File: config.mk
export PLATFORM = sky130hd
export DESIGN_NAME = pwm_gen
export DESIGN_NICKNAME = d
export VERILOG_FILES = /design/src/rtl/pwm_pkg.sv /design/src/rtl/pwm_regs.sv /design/src/rtl/pwm_timebase.sv /design/src/rtl/pwm_outstage.sv /design/src/rtl/pwm_gen.sv
export SDC_FILE = /design/constraint.sdc
export NUM_CORES = 1
export LEC_CHECK = 0
export BUFFER_PORTS_ARGS = -buffer_cell sky130_fd_sc_hd__buf_2
export CELL_PAD_IN_SITES_DETAIL_PLACEMENT = 0
export CELL_PAD_IN_SITES_GLOBAL_PLACEMENT = 1
export CORE_MARGIN = 1.5
export CORE_UTILIZATION = 26
export CTS_BUF_LIST = sky130_fd_sc_hd__clkbuf_16
export DETAILED_ROUTE_END_ITERATION = 10
export MAX_ROUTING_LAYER = met4
export PLACE_DENSITY_LB_ADDON = 0.1
export SYNTH_ARGS = -nofsm -noshare
export SYNTH_HDL_FRONTEND = slang
export SYNTH_SLANG_ARGS = --single-unit
File: constraint.sdc
create_clock -name clk -period 1.75 [get_ports clk]
set_input_delay 0.175 -clock clk [delete_from_list [all_inputs] [get_ports clk]]
set_output_delay 0.175 -clock clk [all_outputs]
set_load 0.01 [all_outputs]
File: src/rtl/pwm_pkg.sv
package pwm_pkg;

  // Register select codes on the write port.
  typedef enum logic [1:0] {
    REG_CTRL   = 2'd0,
    REG_PERIOD = 2'd1,
    REG_DUTY   = 2'd2,
    REG_SPARE  = 2'd3
  } reg_sel_e;

  // Control register layout: run enable at bit 0, low duty bits above it,
  // drive bit directly above the low duty bits.
  localparam int CTRL_RUN_BIT = 0;
  localparam int CTRL_LO_LSB  = 1;

  function automatic int ctrl_drive_bit(input int sub_w);
    return sub_w + 1;
  endfunction

endpackage

File: src/rtl/pwm_regs.sv
module pwm_regs
  import pwm_pkg::*;
#(
  parameter int TMR_W = 8,
  parameter int SUB_W = 2
) (
  input  logic             clk,
  input  logic             rst,
  input  logic             wr_en,
  input  logic [1:0]       wr_addr,
  input  logic [TMR_W-1:0] wr_data,
  output logic [TMR_W-1:0] period_q,
  output logic [TMR_W-1:0] duty_hi_q,
  output logic [SUB_W-1:0] duty_lo_q,
  output logic             run_q,
  output logic             drive_q
);

  localparam int DRIVE_BIT = ctrl_drive_bit(SUB_W);
  localparam int LO_MSB    = CTRL_LO_LSB + SUB_W - 1;

  always_ff @(posedge clk) begin
    if (rst) begin
      period_q  <= '0;
      duty_hi_q <= '0;
      duty_lo_q <= '0;
      run_q     <= 1'b0;
      drive_q   <= 1'b0;
    end else if (wr_en) begin
      case (wr_addr)
        REG_CTRL: begin
          run_q     <= wr_data[CTRL_RUN_BIT];
          duty_lo_q <= wr_data[LO_MSB:CTRL_LO_LSB];
          drive_q   <= wr_data[DRIVE_BIT];
        end
        REG_PERIOD: period_q  <= wr_data;
        REG_DUTY:   duty_hi_q <= wr_data;
        default: ;
      endcase
    end
  end

endmodule

File: src/rtl/pwm_timebase.sv
module pwm_timebase #(
  parameter int TMR_W = 8,
  parameter int SUB_W = 2,
  localparam int DW   = TMR_W + SUB_W
) (
  input  logic             clk,
  input  logic             rst,
  input  logic             run,
  input  logic [TMR_W-1:0] period,
  output logic [DW-1:0]    time_base,
  output logic             period_hit
);

  logic [SUB_W-1:0] phase;
  logic [TMR_W-1:0] tick;
  logic             phase_wrap;

  assign phase_wrap = &phase;
  assign period_hit = run && phase_wrap && (tick == period);
  assign time_base  = {tick, phase};

  always_ff @(posedge clk) begin
    if (rst || !run) begin
      phase <= '0;
      tick  <= '0;
    end else begin
      phase <= phase + 1'b1;
      if (phase_wrap) begin
        if (tick == period) tick <= '0;
        else                tick <= tick + 1'b1;
      end
    end
  end

endmodule

File: src/rtl/pwm_outstage.sv
module pwm_outstage #(
  parameter int DW = 10
) (
  input  logic          clk,
  input  logic          rst,
  input  logic          run,
  input  logic          period_hit,
  input  logic [DW-1:0] time_base,
  input  logic [DW-1:0] duty_next,
  output logic          pwm_q,
  output logic          strobe_q,
  output logic [DW-1:0] duty_active
);

  logic [DW-1:0] base_next;

  // Value the time base will hold after this edge.
  assign base_next = period_hit ? '0 : time_base + 1'b1;

  always_ff @(posedge clk) begin
    if (rst) begin
      pwm_q       <= 1'b0;
      strobe_q    <= 1'b0;
      duty_active <= '0;
    end else begin
      strobe_q <= period_hit;
      if (period_hit) duty_active <= duty_next;
      if (!run)
        pwm_q <= 1'b0;
      else if (period_hit)
        pwm_q <= (duty_next != '0);
      else if (base_next == duty_active)
        pwm_q <= 1'b0;
    end
  end

endmodule

File: src/rtl/pwm_gen.sv
module pwm_gen #(
  parameter int TMR_W = 8,
  parameter int SUB_W = 2
) (
  input  logic             clk,
  input  logic             rst,
  input  logic             wr_en,
  input  logic [1:0]       wr_addr,
  input  logic [TMR_W-1:0] wr_data,
  output logic             pwm_out,
  output logic             pwm_oe,
  output logic             period_strobe
);

  localparam int DW = TMR_W + SUB_W;

  logic [TMR_W-1:0] period;
  logic [TMR_W-1:0] duty_hi;
  logic [SUB_W-1:0] duty_lo;
  logic             run;
  logic [DW-1:0]    time_base;
  logic             period_hit;
  logic [DW-1:0]    duty_active;

  pwm_regs #(.TMR_W(TMR_W), .SUB_W(SUB_W)) u_regs (
    .clk       (clk),
    .rst       (rst),
    .wr_en     (wr_en),
    .wr_addr   (wr_addr),
    .wr_data   (wr_data),
    .period_q  (period),
    .duty_hi_q (duty_hi),
    .duty_lo_q (duty_lo),
    .run_q     (run),
    .drive_q   (pwm_oe)
  );

  pwm_timebase #(.TMR_W(TMR_W), .SUB_W(SUB_W)) u_tb (
    .clk        (clk),
    .rst        (rst),
    .run        (run),
    .period     (period),
    .time_base  (time_base),
    .period_hit (period_hit)
  );

  pwm_outstage #(.DW(DW)) u_out (
    .clk         (clk),
    .rst         (rst),
    .run         (run),
    .period_hit  (period_hit),
    .time_base   (time_base),
    .duty_next   ({duty_hi, duty_lo}),
    .pwm_q       (pwm_out),
    .strobe_q    (period_strobe),
    .duty_active (duty_active)
  );

endmodule

==> results.json <==
{
  "startpoint_type": "register",
  "wl_per_cell_um": 14.5,
  "cp_max_fo": 5,
  "first_pass_iters": 6,
  "endpoint_kind": "register",
  "avgSynthCellArea_um2": 9.48,
  "areaGrowthSynthToFinish_pct": 30.3,
  "finClkSkew_ps": 4.18,
  "syn_inst": 214,
  "viasPerCell": 4.36,
  "clk-insertion-delay-late_ps": 280,
  "yosysUniqueCellTypes": 44,
  "nets": 268,
  "rsz0062_at_grt": "true",
  "synthMuxAreaShare": 0.158,
  "drt-initial-drc-count": 62,
  "holdPathStages": 3,
  "n_fill_cell": 798,
  "hp-start": "wr_data[6]",
  "diodes": 0,
  "num_rows": 32,
  "synth_compound_area_frac": 0.0524,
  "io_buffers": 15,
  "tightest_slew_ps": 608,
  "finalSetupViolCount": 0,
  "reg2reg_to": "u_out.pwm_q$_SDFFE_PP0P_",
  "synth-simple-area-share": 0.225,
  "finalCritPeriodShare": 0.997,
  "drc": 0,
  "ctsLongestPathBuffers": 2,
  "regToRegStartpoint": "u_tb.phase[0]$_SDFF_PP0_",
  "cts_tree": "yes",
  "worstHoldEndpoint": "u_regs.duty_hi_q[6]$_SDFFE_PP0P_",
  "cp_data_required_time_ps": 1970,
  "place_area_um2": 2400,
  "core_um2": 7650,
  "cts_made_buffers": 5,
  "grt_overflow": 0,
  "vdd_drop_max_mv": 0.575,
  "syn_nets": 229,
  "min_period_ps": 1750,
  "synth_fa_ha_area_frac": 0.0123,
  "grt_pass1_vias": 1541,
  "cts_root_buf": "clkbuf_16",
  "path_clk_slew_ps": 60,
  "synth_edf_count": 0,
  "r2r_slack_ps": 5,
  "yosys_most_used_dff": "dfxtp_1",
  "grt_use_total": 0.137,
  "post_cts_buffers": 0,
  "die_w_um": 91.4,
  "hold_violations": 0,
  "wirelength_mm": 5.18,
  "antenna_found_initial": 0,
  "layout-drive-gt1-share": 0.299,
  "hp-class": "in -> reg",
  "rr_worst_depth": 7,
  "maxSlewViolCount": 0,
  "ctsHtreeMaxLevel": 2,
  "p_per_area_nw_per_um2": 872,
  "via_count": 1551,
  "path_class": "reg -> reg",
  "post-route-cell-area_um2": 2640,
  "max-cap-violations": 0,
  "yosysSeqAreaShare": 0.414,
  "synthArstFlopShare": 0,
  "final_antenna_net_count": 0,
  "grt_max_degree": 31,
  "max-slew-margin-rel": 0.594,
  "grt_pass1_wl_mm": 8.42,
  "ios": 16,
  "synth_top_family_by_area": "simple AND/OR/NAND/NOR gates",
  "gp_congestion": 0.705,
  "dpl.hpwl_mm": 4.01,
  "critical_path_arrival_ps": 1970,
  "die-area_um2": 8340,
  "synth_xor_area_frac": 0.0949,
  "ys_ff_latch": 42,
  "yosysWarnings": 0,
  "synth_area_um2": 2030,
  "start_util": 0.265,
  "max_freq_ghz": 0.573,
  "leakagePower_nw": 1.24,
  "dieHeight_um": 91.4,
  "finalPower_mw": 2.31,
  "status": "complete, no violations",
  "cts.sinks": 42
}
[critical path, stage by stage, from the launching register on]
cell and delay (ps):
dfxtp_4 370, ha_4 170, nand3_4 70, or3_4 330
and3_4 170, o31a_1 230, o221a_1 250, o21ai_2 100
[synth_stat cells (2+ instances only)]
| library cell | count | area, um2 |
|---|---|---|
| a211oi_1 | 2 | 15.0 |
| a21oi_1 | 2 | 10.0 |
| and2_1 | 2 | 12.5 |
| and4b_1 | 2 | 20.0 |
| buf_6 | 3 | 33.8 |
| clkbuf_1 | 5 | 18.8 |
| dfxtp_1 | 42 | 841 |
| ha_1 | 2 | 25.0 |
| mux2i_1 | 32 | 320 |
| nand2_1 | 8 | 30.0 |
| nand3_1 | 5 | 25.0 |
| nand3b_1 | 3 | 22.5 |
| nand4_1 | 3 | 18.8 |
| nor2_1 | 45 | 169 |
| nor2b_1 | 2 | 12.5 |
| nor3_1 | 4 | 20.0 |
| o21ai_0 | 4 | 20.0 |
| or4_1 | 2 | 15.0 |
| xnor2_1 | 9 | 78.8 |
| xor2_1 | 13 | 114 |
[what timing repair did]
action	4_1_cts	5_1_grt
hold buffers	0	0
pin swaps	3	3
setup endpoints to repair	9	9
gates resized for setup	3	9
[placed cells by master (no fill, tap or decap), types with 2 or more instances in the layout]
master / n
nand3b_1: 3
nand3_1: 4
xnor2_1: 9
nor3_1: 2
mux2i_1: 32
nor2b_1: 2
dfxtp_2: 3
ha_4: 2
and2_1: 2
or4_1: 2
o21ai_0: 3
dfxtp_4: 2
and4b_1: 2
bufinv_16: 2
dfxtp_1: 37
a21oi_1: 2
buf_4: 29
nor3_2: 2
xor2_1: 13
nor2_1: 44
nand3_2: 2
nand4_1: 3
clkbuf_16: 5
buf_2: 15
nand2_1: 8
[routing by layer]
metal | vias up | routed length [um] | track usage
met5 | - | 0 | -
met4 | 0 | 0 | 0.0273
met3 | 0 | 134 | 0.0251
met2 | 23 | 2460 | 0.221
met1 | 714 | 2580 | 0.179
li1 | 814 | - | -
[how the worst max path moves through the flow]
stage,startpoint,endpoint,slack [ps],cells after the start
after floorplan,u_tb.phase[0]$_SDFF_PP0_,u_out.pwm_q$_SDFFE_PP0P_,-40,8
after global placement,u_tb.tick[2]$_SDFFE_PP0P_,u_tb.tick[0]$_SDFFE_PP0P_,-110,8
after detailed placement,u_tb.tick[2]$_SDFFE_PP0P_,u_tb.tick[0]$_SDFFE_PP0P_,-110,8
after CTS,u_tb.tick[0]$_SDFFE_PP0P_,u_out.pwm_q$_SDFFE_PP0P_,-3,7
after global routing,u_tb.phase[0]$_SDFF_PP0_,u_out.pwm_q$_SDFFE_PP0P_,-90,7
final,u_tb.phase[0]$_SDFF_PP0_,u_out.pwm_q$_SDFFE_PP0P_,5,7
[flip-flops by register name, summed over array words and instances (netlist names)]
| name | cells |
|---|---|
| u_regs.period_q | 8 |
| u_tb.phase | 2 |
| u_regs.duty_lo_q | 2 |
| u_out.strobe_q | 1 |
| u_out.pwm_q | 1 |
| u_regs.duty_hi_q | 8 |
| u_out.duty_active | 10 |
| u_regs.drive_q | 1 |
| u_tb.tick | 8 |
| u_regs.run_q | 1 |
[area by class of cell]
cell class | instances | area [um2] | area share
Timing Repair Buffer | 44 | 293 | 0.111
Clock inverter | 3 | 68.8 | 0.0260
Sequential cell | 42 | 852 | 0.322
Multi-Input combinational cell | 159 | 1170 | 0.444
Tap cell | 102 | 128 | 0.0483
Inverter | 1 | 3.75 | 0.00142
Clock buffer | 5 | 125 | 0.0473
[cell families (layout without fill, tap and decap cells)]
group                    Yosys count  after routing
flip-flops                        42             42
XOR/XNOR                          22             22
adder cells (fa/ha/maj)            2              2
multiplexers                      32             32
AO/OA/AOI/OAI                     15             15
buffers and inverters             13             53
AND/OR/NAND/NOR                   88             88
[stage by stage]
step | hold slack (ps) | instances | utilization | setup TNS, ps | setup slack (ps)
after floorplan | 319 | 214 | - | -38.1 | -38.1
after global placement | 434 | 348 | 0.314 | -752 | -108
after detailed placement | 435 | 348 | 0.314 | -675 | -110
after CTS | 137 | 356 | 0.342 | -3.37 | -3.37
after global routing | 168 | 356 | 0.346 | -192 | -90.3
final | 138 | 356 | 0.346 | 0 | 4.95
[report_power, final]
part           switching (mW)  internal (mW)  leakage (nW)  total [mW]
Combinational          0.0597         0.0512         0.803       0.111
Clock                   0.391          0.820        0.0940        1.21
Sequential             0.0141          0.969         0.343       0.983
Total                   0.465           1.84          1.24        2.31
No activity file was read; power rests on OpenSTA's default activity.
